**src/rtl/otp_scratch_pkg.sv**
```systemverilog
package otp_scratch_pkg;

  typedef enum logic [2:0] {
    ST_IDLE,
    ST_ADDR,
    ST_XFER,
    ST_STAT,
    ST_HOLD
  } ctrlState_t;

  typedef enum logic [1:0] {
    MD_SP_WR,
    MD_SP_RD,
    MD_RG_WR,
    MD_RG_RD
  } xferMode_t;

  typedef enum logic [1:0] {
    TX_SP,
    TX_RG,
    TX_STAT
  } txSrc_t;

  typedef struct packed {
    logic   addrLoad;
    logic   addrInc;
    logic   spWr;
    logic   rgWr;
    logic   copyReg;
    logic   txLoad;
    txSrc_t txSrc;
  } ctrlStrobe_t;

endpackage

```
**src/rtl/otp_scratch_ctrl.sv**
```systemverilog
module otp_scratch_ctrl
  import otp_scratch_pkg::*;
#(
  parameter logic [7:0] OP_WR_SP  = 8'h0F,
  parameter logic [7:0] OP_RD_SP  = 8'hAA,
  parameter logic [7:0] OP_WR_RG  = 8'h99,
  parameter logic [7:0] OP_RD_RG  = 8'hC3,
  parameter logic [7:0] OP_COPY   = 8'h5A,
  parameter logic [7:0] OP_STATUS = 8'h66
) (
  input  logic        clk,
  input  logic        rstN,
  input  logic        busReset,
  input  logic        rxValid,
  input  logic [7:0]  rxByte,
  input  logic        txReq,
  output ctrlStrobe_t strb
);

  ctrlState_t state, stateNext;
  xferMode_t  mode, modeNext;

  always_comb begin
    stateNext = state;
    modeNext  = mode;
    strb      = '0;
    if (busReset) begin
      stateNext = ST_IDLE;
    end else begin
      case (state)
        ST_IDLE: begin
          if (rxValid) begin
            if (rxByte == OP_WR_SP) begin
              modeNext = MD_SP_WR; stateNext = ST_ADDR;
            end else if (rxByte == OP_RD_SP) begin
              modeNext = MD_SP_RD; stateNext = ST_ADDR;
            end else if (rxByte == OP_WR_RG) begin
              modeNext = MD_RG_WR; stateNext = ST_ADDR;
            end else if (rxByte == OP_RD_RG) begin
              modeNext = MD_RG_RD; stateNext = ST_ADDR;
            end else if (rxByte == OP_COPY) begin
              strb.copyReg = 1'b1; stateNext = ST_HOLD;
            end else if (rxByte == OP_STATUS) begin
              stateNext = ST_STAT;
            end else begin
              stateNext = ST_HOLD;
            end
          end
        end
        ST_ADDR: begin
          if (rxValid) begin
            strb.addrLoad = 1'b1;
            stateNext     = ST_XFER;
          end
        end
        ST_XFER: begin
          case (mode)
            MD_SP_WR: if (rxValid) begin
              strb.spWr = 1'b1; strb.addrInc = 1'b1;
            end
            MD_RG_WR: if (rxValid) begin
              strb.rgWr = 1'b1; strb.addrInc = 1'b1;
            end
            MD_SP_RD: if (txReq) begin
              strb.txLoad = 1'b1; strb.txSrc = TX_SP; strb.addrInc = 1'b1;
            end
            default: if (txReq) begin
              strb.txLoad = 1'b1; strb.txSrc = TX_RG; strb.addrInc = 1'b1;
            end
          endcase
        end
        ST_STAT: begin
          if (txReq) begin
            strb.txLoad = 1'b1;
            strb.txSrc  = TX_STAT;
          end
        end
        default: ;
      endcase
    end
  end

  always_ff @(posedge clk or negedge rstN) begin
    if (!rstN) begin
      state <= ST_IDLE;
      mode  <= MD_SP_WR;
    end else begin
      state <= stateNext;
      mode  <= modeNext;
    end
  end

  // a bus reset always returns the sequencer to opcode decoding
  a_r11_abort_to_idle: assert property (@(posedge clk) disable iff (!rstN)
    busReset |=> (state == ST_IDLE));

  // a byte can only be loaded for sending in a read phase
  a_r13_tx_only_in_read: assert property (@(posedge clk) disable iff (!rstN)
    strb.txLoad |-> (state == ST_STAT ||
                     (state == ST_XFER && (mode == MD_SP_RD || mode == MD_RG_RD))));

  // an unknown opcode leaves the sequencer parked until a bus reset
  a_r13_hold_parks: assert property (@(posedge clk) disable iff (!rstN)
    (state == ST_HOLD && !busReset) |=> (state == ST_HOLD));

endmodule

```
**src/rtl/otp_scratch_dpath.sv**
```systemverilog
module otp_scratch_dpath
  import otp_scratch_pkg::*;
#(
  parameter int SP_BYTES = 32,
  parameter int RG_BYTES = 8
) (
  input  logic        clk,
  input  logic        rstN,
  input  ctrlStrobe_t strb,
  input  logic [7:0]  rxByte,
  output logic        txValid,
  output logic [7:0]  txByte
);

  localparam int ADDR_W = $clog2(SP_BYTES);
  localparam int RG_AW  = $clog2(RG_BYTES);

  logic [ADDR_W-1:0]         addr;
  logic [7:0]                spMem [SP_BYTES];
  logic [RG_BYTES-1:0][7:0]  rgStage;
  logic [RG_BYTES-1:0][7:0]  appReg;
  logic [1:0]                lockBits;
  logic [7:0]                statusByte;
  logic [7:0]                txMux;
  logic [RG_AW-1:0]          rgIdx;

  assign rgIdx      = addr[RG_AW-1:0];
  assign statusByte = {6'b111111, lockBits};

  always_ff @(posedge clk or negedge rstN) begin
    if (!rstN) begin
      addr <= '0;
    end else if (strb.addrLoad) begin
      addr <= rxByte[ADDR_W-1:0];
    end else if (strb.addrInc) begin
      addr <= addr + 1'b1;
    end
  end

  always_ff @(posedge clk or negedge rstN) begin
    if (!rstN) begin
      for (int i = 0; i < SP_BYTES; i++) spMem[i] <= '0;
    end else if (strb.spWr) begin
      spMem[addr] <= rxByte;
    end
  end

  always_ff @(posedge clk or negedge rstN) begin
    if (!rstN) begin
      rgStage  <= '0;
      appReg   <= '0;
      lockBits <= 2'b11;
    end else begin
      if (strb.rgWr) rgStage[rgIdx] <= rxByte;
      if (strb.copyReg && lockBits == 2'b11) begin
        appReg   <= rgStage;
        lockBits <= 2'b00;
      end
    end
  end

  always_comb begin
    case (strb.txSrc)
      TX_SP:   txMux = spMem[addr];
      TX_RG:   txMux = appReg[rgIdx];
      default: txMux = statusByte;
    endcase
  end

  always_ff @(posedge clk or negedge rstN) begin
    if (!rstN) begin
      txValid <= 1'b0;
      txByte  <= '0;
    end else begin
      txValid <= strb.txLoad;
      if (strb.txLoad) txByte <= txMux;
    end
  end

  // stepping past the last scratchpad byte lands on byte zero
  a_r3_addr_wrap: assert property (@(posedge clk) disable iff (!rstN)
    (strb.addrInc && !strb.addrLoad && addr == {ADDR_W{1'b1}}) |=> (addr == '0));

  // a copy into an unprogrammed register locks it
  a_r8_copy_locks: assert property (@(posedge clk) disable iff (!rstN)
    (strb.copyReg && lockBits == 2'b11) |=> (lockBits == 2'b00));

  // once locked, the lock and the register contents never change
  a_r9_lock_sticky: assert property (@(posedge clk) disable iff (!rstN)
    (lockBits == 2'b00) |=> (lockBits == 2'b00 && $stable(appReg)));

  // the data scratchpad never changes without a write strobe
  a_r12_sp_hold: assert property (@(posedge clk) disable iff (!rstN)
    !strb.spWr |=> $stable(spMem[0]));

endmodule

```
**src/rtl/otp_scratch_mem.sv**
```systemverilog
module otp_scratch_mem
  import otp_scratch_pkg::*;
#(
  parameter int         SP_BYTES  = 32,
  parameter int         RG_BYTES  = 8,
  parameter logic [7:0] OP_WR_SP  = 8'h0F,
  parameter logic [7:0] OP_RD_SP  = 8'hAA,
  parameter logic [7:0] OP_WR_RG  = 8'h99,
  parameter logic [7:0] OP_RD_RG  = 8'hC3,
  parameter logic [7:0] OP_COPY   = 8'h5A,
  parameter logic [7:0] OP_STATUS = 8'h66
) (
  input  logic       clk,
  input  logic       rstN,
  input  logic       busReset,
  input  logic       rxValid,
  input  logic [7:0] rxByte,
  input  logic       txReq,
  output logic       txValid,
  output logic [7:0] txByte
);

  ctrlStrobe_t strb;

  otp_scratch_ctrl #(
    .OP_WR_SP(OP_WR_SP), .OP_RD_SP(OP_RD_SP), .OP_WR_RG(OP_WR_RG),
    .OP_RD_RG(OP_RD_RG), .OP_COPY(OP_COPY), .OP_STATUS(OP_STATUS)
  ) u_ctrl (
    .clk(clk), .rstN(rstN), .busReset(busReset), .rxValid(rxValid),
    .rxByte(rxByte), .txReq(txReq), .strb(strb)
  );

  otp_scratch_dpath #(.SP_BYTES(SP_BYTES), .RG_BYTES(RG_BYTES)) u_dpath (
    .clk(clk), .rstN(rstN), .strb(strb), .rxByte(rxByte),
    .txValid(txValid), .txByte(txByte)
  );

  // a byte is presented only in answer to a request one cycle earlier
  a_r4_tx_follows_req: assert property (@(posedge clk) disable iff (!rstN)
    txValid |-> $past(txReq));

endmodule

```
**config.mk**
```make
export PLATFORM = sky130hd
export DESIGN_NAME = otp_scratch_mem
export DESIGN_NICKNAME = d
export VERILOG_FILES = /design/src/rtl/otp_scratch_pkg.sv /design/src/rtl/otp_scratch_ctrl.sv /design/src/rtl/otp_scratch_dpath.sv /design/src/rtl/otp_scratch_mem.sv
export SDC_FILE = /design/constraint.sdc
export NUM_CORES = 1
export LEC_CHECK = 0
export CAP_MARGIN = 20
export CORE_MARGIN = 3
export CORE_UTILIZATION = 45
export CTS_CLUSTER_DIAMETER = 30
export DETAILED_ROUTE_END_ITERATION = 10
export PLACE_DENSITY = 0.62
export SETUP_SLACK_MARGIN = 0.1
export SYNTH_ARGS = -nofsm -noshare
export SYNTH_HDL_FRONTEND = slang
export SYNTH_SLANG_ARGS = --single-unit
```
**constraint.sdc**
```tcl
create_clock -name clk -period 4.48 [get_ports clk]
set_input_delay 0.896 -clock clk [delete_from_list [all_inputs] [get_ports clk]]
set_output_delay 0.896 -clock clk [all_outputs]
set_load 0.05 [all_outputs]
```
**Word level (Yosys, flattened, before mapping)**

Index checks and enable logic that the tools add are counted.

- Register bits: 405
- Output and inout bits: 9
- Word-level logic and storage cells: 137

- Reduce and logical (&&, ||, !) cells: 12
- Add/sub/neg operators: 1
- Magnitude comparators: 4
- Bitwise operators: 2
- Muxes and demuxes: 49
- Equality and inequality tests: 15

Operators with widths:

| kind | count |
|---|---|
| bitwise mux 256 bit | 1 |
| bitwise mux 64 bit | 1 |
| 2-to-1 mux 8 bit | 6 |
| binary-select mux 8 bit (select 5 bit) | 1 |
| demux 8 bit (select 5 bit) | 1 |
| 2-to-1 mux 3 bit | 13 |
| binary-select mux 8 bit (select 3 bit) | 1 |
| demux 8 bit (select 3 bit) | 1 |
| == test 8 bit (second input constant) | 3 |
| case mux 3 bit (2 select lines) | 3 |
| == test 8 x 7 -> 1 bit (second input constant) | 2 |
| case mux 8 bit (2 select lines) | 1 |
| 2-to-1 mux 1 bit | 12 |
| 2-to-1 mux 2 bit | 5 |
| 2-to-1 mux 5 bit | 2 |
| == test 8 x 4 -> 1 bit (second input constant) | 1 |
| == test 3 x 2 -> 1 bit (second input constant) | 2 |
| >= comparator 6 bit (second input constant) | 1 |
| less-than comparator 6 x 1 -> 1 bit (second input constant) | 1 |
| inequality test 3 bit (second input constant) | 2 |
| inverter 5 -> 6 bit | 1 |
| adder 5 x 1 -> 5 bit (second input constant) | 1 |
| == test 2 x 1 -> 1 bit (second input constant) | 2 |
| == test 2 bit (second input constant) | 2 |
| other kinds (14) | 17 |

**Logic depth before layout (Yosys ltp)**

- Depth after elaboration: 11
- Depth in mapped cells: 8
- Mapped depth without buffers: 5

**Hierarchy**

A second synthesis with hierarchy kept.

- Cell total of the unflattened synthesis: 1,226
- Area total of the unflattened synthesis: 18,367.6 sq um

Modules (own cells, without submodules):

| module | cells each | times used | area each (sq um) |
|---|---|---|---|
| otp_scratch_dpath | 1,178 | 1 | 17,943.5 |
| otp_scratch_ctrl | 48 | 1 | 424.2 |

**Least setup slack after synthesis**

Ideal clock, no wire load.

- Path kind: input to register
- From: input rxValid
- To: register u_dpath.appReg[10] (netlist bit)
- Library setup time: 0.127 ns
- Slack: 1.989 ns
- Buffers on the path: 2
- Cell stages on the path: 7
- Arrival: 2.364 ns
- Cell sequence: nor2b_1 > nand2_1 > or3_4 > nor4_4 > buf_6 > buf_6 > mux2_1

- Longest elaborated chain between the ends: 4

RTL lines:

| element | RTL line | text |
|---|---|---|
| from (decl) | otp_scratch_mem.sv:16 | `input logic rxValid,` |
| 2-to-1 mux 1 bit | otp_scratch_ctrl.sv:32 | `if (rxValid) begin` |
| 2-to-1 mux 1 bit | otp_scratch_ctrl.sv:30 | `case (state)` |
| 2-to-1 mux 8 bit | otp_scratch_ctrl.sv:27 | `if (busReset) begin` |
| logical AND 1 bit | otp_scratch_dpath.sv:55 | `if (strb.copyReg && lockBits == 2'b11) begin` |
| to (signal assigned) | otp_scratch_dpath.sv:56 | `appReg <= rgStage;` |
| to (decl) | otp_scratch_dpath.sv:21 | `logic [RG_BYTES-1:0][7:0] appReg;` |

No other way between the ends.
A chain may end at the register's enable or synchronous reset.

**Final worst setup path**

- From: register u_dpath.addr[1]
- To: register u_dpath.spMem[193] (netlist bit)

- Longest elaborated chain between the ends: 6

RTL lines:

| element | RTL line | text |
|---|---|---|
| from (decl) | otp_scratch_dpath.sv:18 | `logic [ADDR_W-1:0] addr;` |
| from (signal assigned) | otp_scratch_dpath.sv:34 | `addr <= rxByte[ADDR_W-1:0];` |
| from (signal assigned) | otp_scratch_dpath.sv:36 | `addr <= addr + 1'b1;` |
| inverter 5 -> 6 bit (not written as such) (*) | otp_scratch_dpath.sv:44 | `spMem[addr] <= rxByte;` |
| >= comparator 6 bit (not written as such) or less-than comparator 6 x 1 -> 1 bit (tied branches) | otp_scratch_dpath.sv:44 |  |
| logical AND 1 bit (not written as such) | otp_scratch_dpath.sv:44 |  |
| 2-to-1 mux 8 bit (not written as such) | otp_scratch_dpath.sv:44 |  |
| demux 8 bit (select 5 bit) (*) | otp_scratch_dpath.sv:44 |  |
| bitwise mux 256 bit (*) | otp_scratch_dpath.sv:44 |  |
| to (signal, indexed assignment) | otp_scratch_dpath.sv:44 |  |
| to (decl) | otp_scratch_dpath.sv:19 | `logic [7:0] spMem [SP_BYTES];` |

Every way passes the cells marked *; elsewhere a longest branch is shown, timed or not.

==> results.py <==
metrics = {
    "outcome": {
        "outcome": "finished, final reports clean",
    },
    "pwr": {
        "power_leakage_nw": 10.78,
        "ir_drop_v": 0.0002972,
        "power.density_mw_per_mm2": 494.1,
    },
    "critical_path": {
        "end_kind": "flip-flop",
        "criticalPathCategory": "reg -> reg",
        "critical_path_buf_inv_count": 1,
        "critical_path.max_stage_delay_ns": 0.95,
        "crit_path_cell_trace": "buf_4 > ha_1 > and2_1 > nand2_2 > mux2_2",
        "start_kind": "flip-flop",
        "cp_top_family": "flip-flops",
        "cp_slowest_cell": "dfrtp_2",
        "cp.required_ns": 4.94,
        "arrival_ns": 3.51,
        "crit_fanout": 31,
    },
    "synthesis": {
        "netlist_instances": 1208,
        "synth_flop_cell": "dfrtp_1",
        "syn_area_mm2": 0.01828,
        "syn_avg_cell_area_um2": 15.13,
        "syn-num-nets": 1225,
        "async_flop_share_pct": 100.0,
        "synth_edf_count": 0,
        "synth.most_common_cell": "dfrtp_1",
        "synth_commonest_cells": "dfrtp_1 (403), mux2_2 (332), mux4_2 (80)",
        "seq_area_frac_synth_pct": 55.32,
        "synth_top_cell_area_share_pct": 55.18,
        "synth_warnings": 0,
        "synth.area.top_cells": "dfrtp_1 (55%), mux2_2 (20%), mux4_2 (9.9%), mux2_1 (3.0%), clkbuf_1 (1.1%)",
        "ys_seq_elements": 404,
        "synth_largest_area_cell": "dfrtp_1",
        "synth_cell_types": 58,
    },
    "sta": {
        "fin_tns_setup_ns": 0,
        "tightest_slew_ns": 0.9923,
        "period_needed_ns": 3.044,
        "final_hold_viol_count": 0,
        "setup_viol": 0,
        "rsz0062_at_grt": "false",
        "finClkSkew_ns": 0.02204,
        "slew_viol_final": 0,
        "max_freq_mhz": 328.5,
        "period_share_pct": 67.94,
        "slew_headroom_pct": 33.85,
    },
    "global_routing": {
        "grt_pass1_wl_um": 68790,
        "grt-ovfl-total": 0,
        "antenna_found_initial": 1,
        "grt_usage_pct": 20.68,
        "grt_start_max_net_pins": 101,
        "grt_pass1_vias": 11360,
    },
    "cts": {
        "htree_levels": 3,
        "cts_resized": 0,
        "clockRootBuffer": "clkbuf_16",
        "clk_path_buf_depth": 3,
        "clkTransAtPathRegs_ns": 0.05,
        "cts.sinks": 404,
        "cts_setup_buffers": 0,
        "numCtsBuffers": 86,
        "cts_tree": "yes",
        "clk_latency_ns": 0.60,
        "hold_buffers": 0,
    },
    "route": {
        "num_vias": 10600,
        "drtPass1Iterations": 5,
        "wl_per_cell_um": 23.56,
        "drt_iter0_drc": 613,
        "drcViolationCount": 0,
        "viasPerCell": 5.722,
        "routed_wirelength_um": 43650,
        "ant_nets": 0,
    },
    "final_layout": {
        "antenna_cells": 0,
        "syn_to_final_growth_pct": 21.17,
        "stdcell_count": 1853,
        "fin_util_pct": 55.48,
        "drive_gt1_share_pct": 49.02,
        "nets": 1274,
        "fillers": 3138,
    },
    "floorplan": {
        "row_count": 73,
        "io_pins": 22,
        "start_util_pct": 45.79,
        "dieArea_mm2": 0.04307,
        "core-area_mm2": 0.03991,
        "dieHeight_um": 207.5,
        "die_w_um": 207.5,
    },
    "run": {
        "cap_violations": 0,
    },
    "placement": {
        "place_hpwl_um": 26470,
        "dp_cells": 1694,
        "port_buffers": 21,
        "place_congestion": 0.7890,
    },
    "min_path": {
        "hold_class": "in -> async",
    },
}
## area by class of cell
type | count | area [um2] | share of cell area (%)
multi-input combinational | 709 | 7715 | 34.84
clock inverter | 50 | 703.2 | 3.175
clock buffer | 109 | 2432 | 10.98
sequential | 404 | 10120 | 45.68
timing repair buffer | 45 | 480.5 | 2.169
tap | 525 | 656.9 | 2.966
inverter | 11 | 41.29 | 0.1864
## cells in the final DEF, fill, tap and decap left out, types with 3 or more instances in the layout
cell	instances
mux2_2	332
o22ai_1	21
and2_1	10
nor2b_1	8
nor2_1	8
ha_1	4
clkbuf_8	13
a21oi_1	12
nand3_1	15
nand2_2	32
inv_1	10
o31ai_1	3
buf_4	14
mux4_2	80
and3_1	4
nor4_1	6
mux2_1	49
clkinv_2	18
bufinv_16	14
clkbuf_1	7
nand2b_1	8
buf_12	10
clkdlybuf4s50_1	12
nor3_1	8
buf_2	8
clkbuf_16	89
dfrtp_1	400
o21ai_0	12
nor2_2	5
or3_1	5
o221a_2	4
clkinvlp_4	13
nor4bb_1	4
nand2_1	32
mux2i_1	15
## path summary, 6_finish.rpt
check | start | slack, ns | to | cells after the start
max in group asynchronous | rstN | 2.98 | u_dpath.appReg[58]$_DFFE_PN0P_ | 3
worst min-delay path | rstN | 0.31 | u_dpath.spMem[93]$_DFFE_PN0P_ | 1
worst min register to register | u_dpath.rgStage[43]$_DFFE_PN0P_ | 0.47 | u_dpath.appReg[43]$_DFFE_PN0P_ | 1
worst max-delay path | u_dpath.addr[1]$_DFFE_PN0P_ | 1.44 | u_dpath.spMem[193]$_DFFE_PN0P_ | 5
worst max register to register | u_dpath.addr[1]$_DFFE_PN0P_ | 1.44 | u_dpath.spMem[193]$_DFFE_PN0P_ | 5
min in group clk | u_dpath.rgStage[43]$_DFFE_PN0P_ | 0.47 | u_dpath.appReg[43]$_DFFE_PN0P_ | 1
## per-layer routing
| layer | vias up | GRT usage [%] | part of all wire (%) |
|---|---|---|---|
| li1 | 4622 | - | - |
| met1 | 5662 | 28.35 | 45 |
| met2 | 215 | 32.31 | 47 |
| met3 | 101 | 5.153 | 4.7 |
| met4 | 2 | 7.467 | 3.1 |
| met5 | - | 0 | 0.030 |
## sequential cells by signal, summed over array words and instances (netlist names)
signal / count
u_dpath.addr: 5
u_ctrl.mode: 2
u_ctrl.state: 3
u_dpath.spMem: 256
u_dpath.appReg: 64
u_dpath.rgStage: 64
u_dpath.txByte: 8
u_dpath.lockBits: 1
u_dpath.txValid: 1
## worst register-to-register path: cells and delay by family, from the launching register on
| family | cells | cell delay (ns) |
|---|---|---|
| AND/OR/NAND/NOR | 2 | 0.94 |
| buffers and inverters | 1 | 0.42 |
| multiplexers | 1 | 0.36 |
| adder cells (fa/ha/maj) | 1 | 0.24 |
| flip-flops | 1 | 0.95 |
## kinds of logic (layout without fill, tap and decap cells)
logic type / count (synthesis) / count (layout) / share of synthesized area, %
AOI/OAI and AO/OA: 69 / 69 / 2.472
buffers and inverters: 95 / 215 / 2.465
xor gates and xnor gates: 1 / 1 / 0.04793
and+or+nand+nor: 158 / 158 / 5.183
muxes: 477 / 477 / 34.24
adders and majority gates: 4 / 4 / 0.2739
DFF: 404 / 404 / 55.32
## where the power goes
group | internal [W] | switching [W] | leakage (nW)
Clock | 0.00464 | 0.00207 | 1.51
Combinational | 0.000163 | 0.000310 | 3.66
Sequential | 0.00368 | 0.0000785 | 5.61
## metrics by stage
step | total power (W) | hold slack (ns) | cell area [um2] | setup WS [ns]
floorplan | 0.004062 | 0.4444 | 18280 | 1.989
global placement | 0.004294 | 0.4607 | 19010 | 0.9317
detailed placement | 0.004293 | 0.4708 | 19010 | 0.9043
CTS | 0.01106 | 0.3594 | 22150 | 1.462
global route | 0.01128 | 0.3528 | 22150 | 1.328
finish | 0.01094 | 0.3149 | 22150 | 1.436
Note: power is estimated with default switching activity, not from simulation.
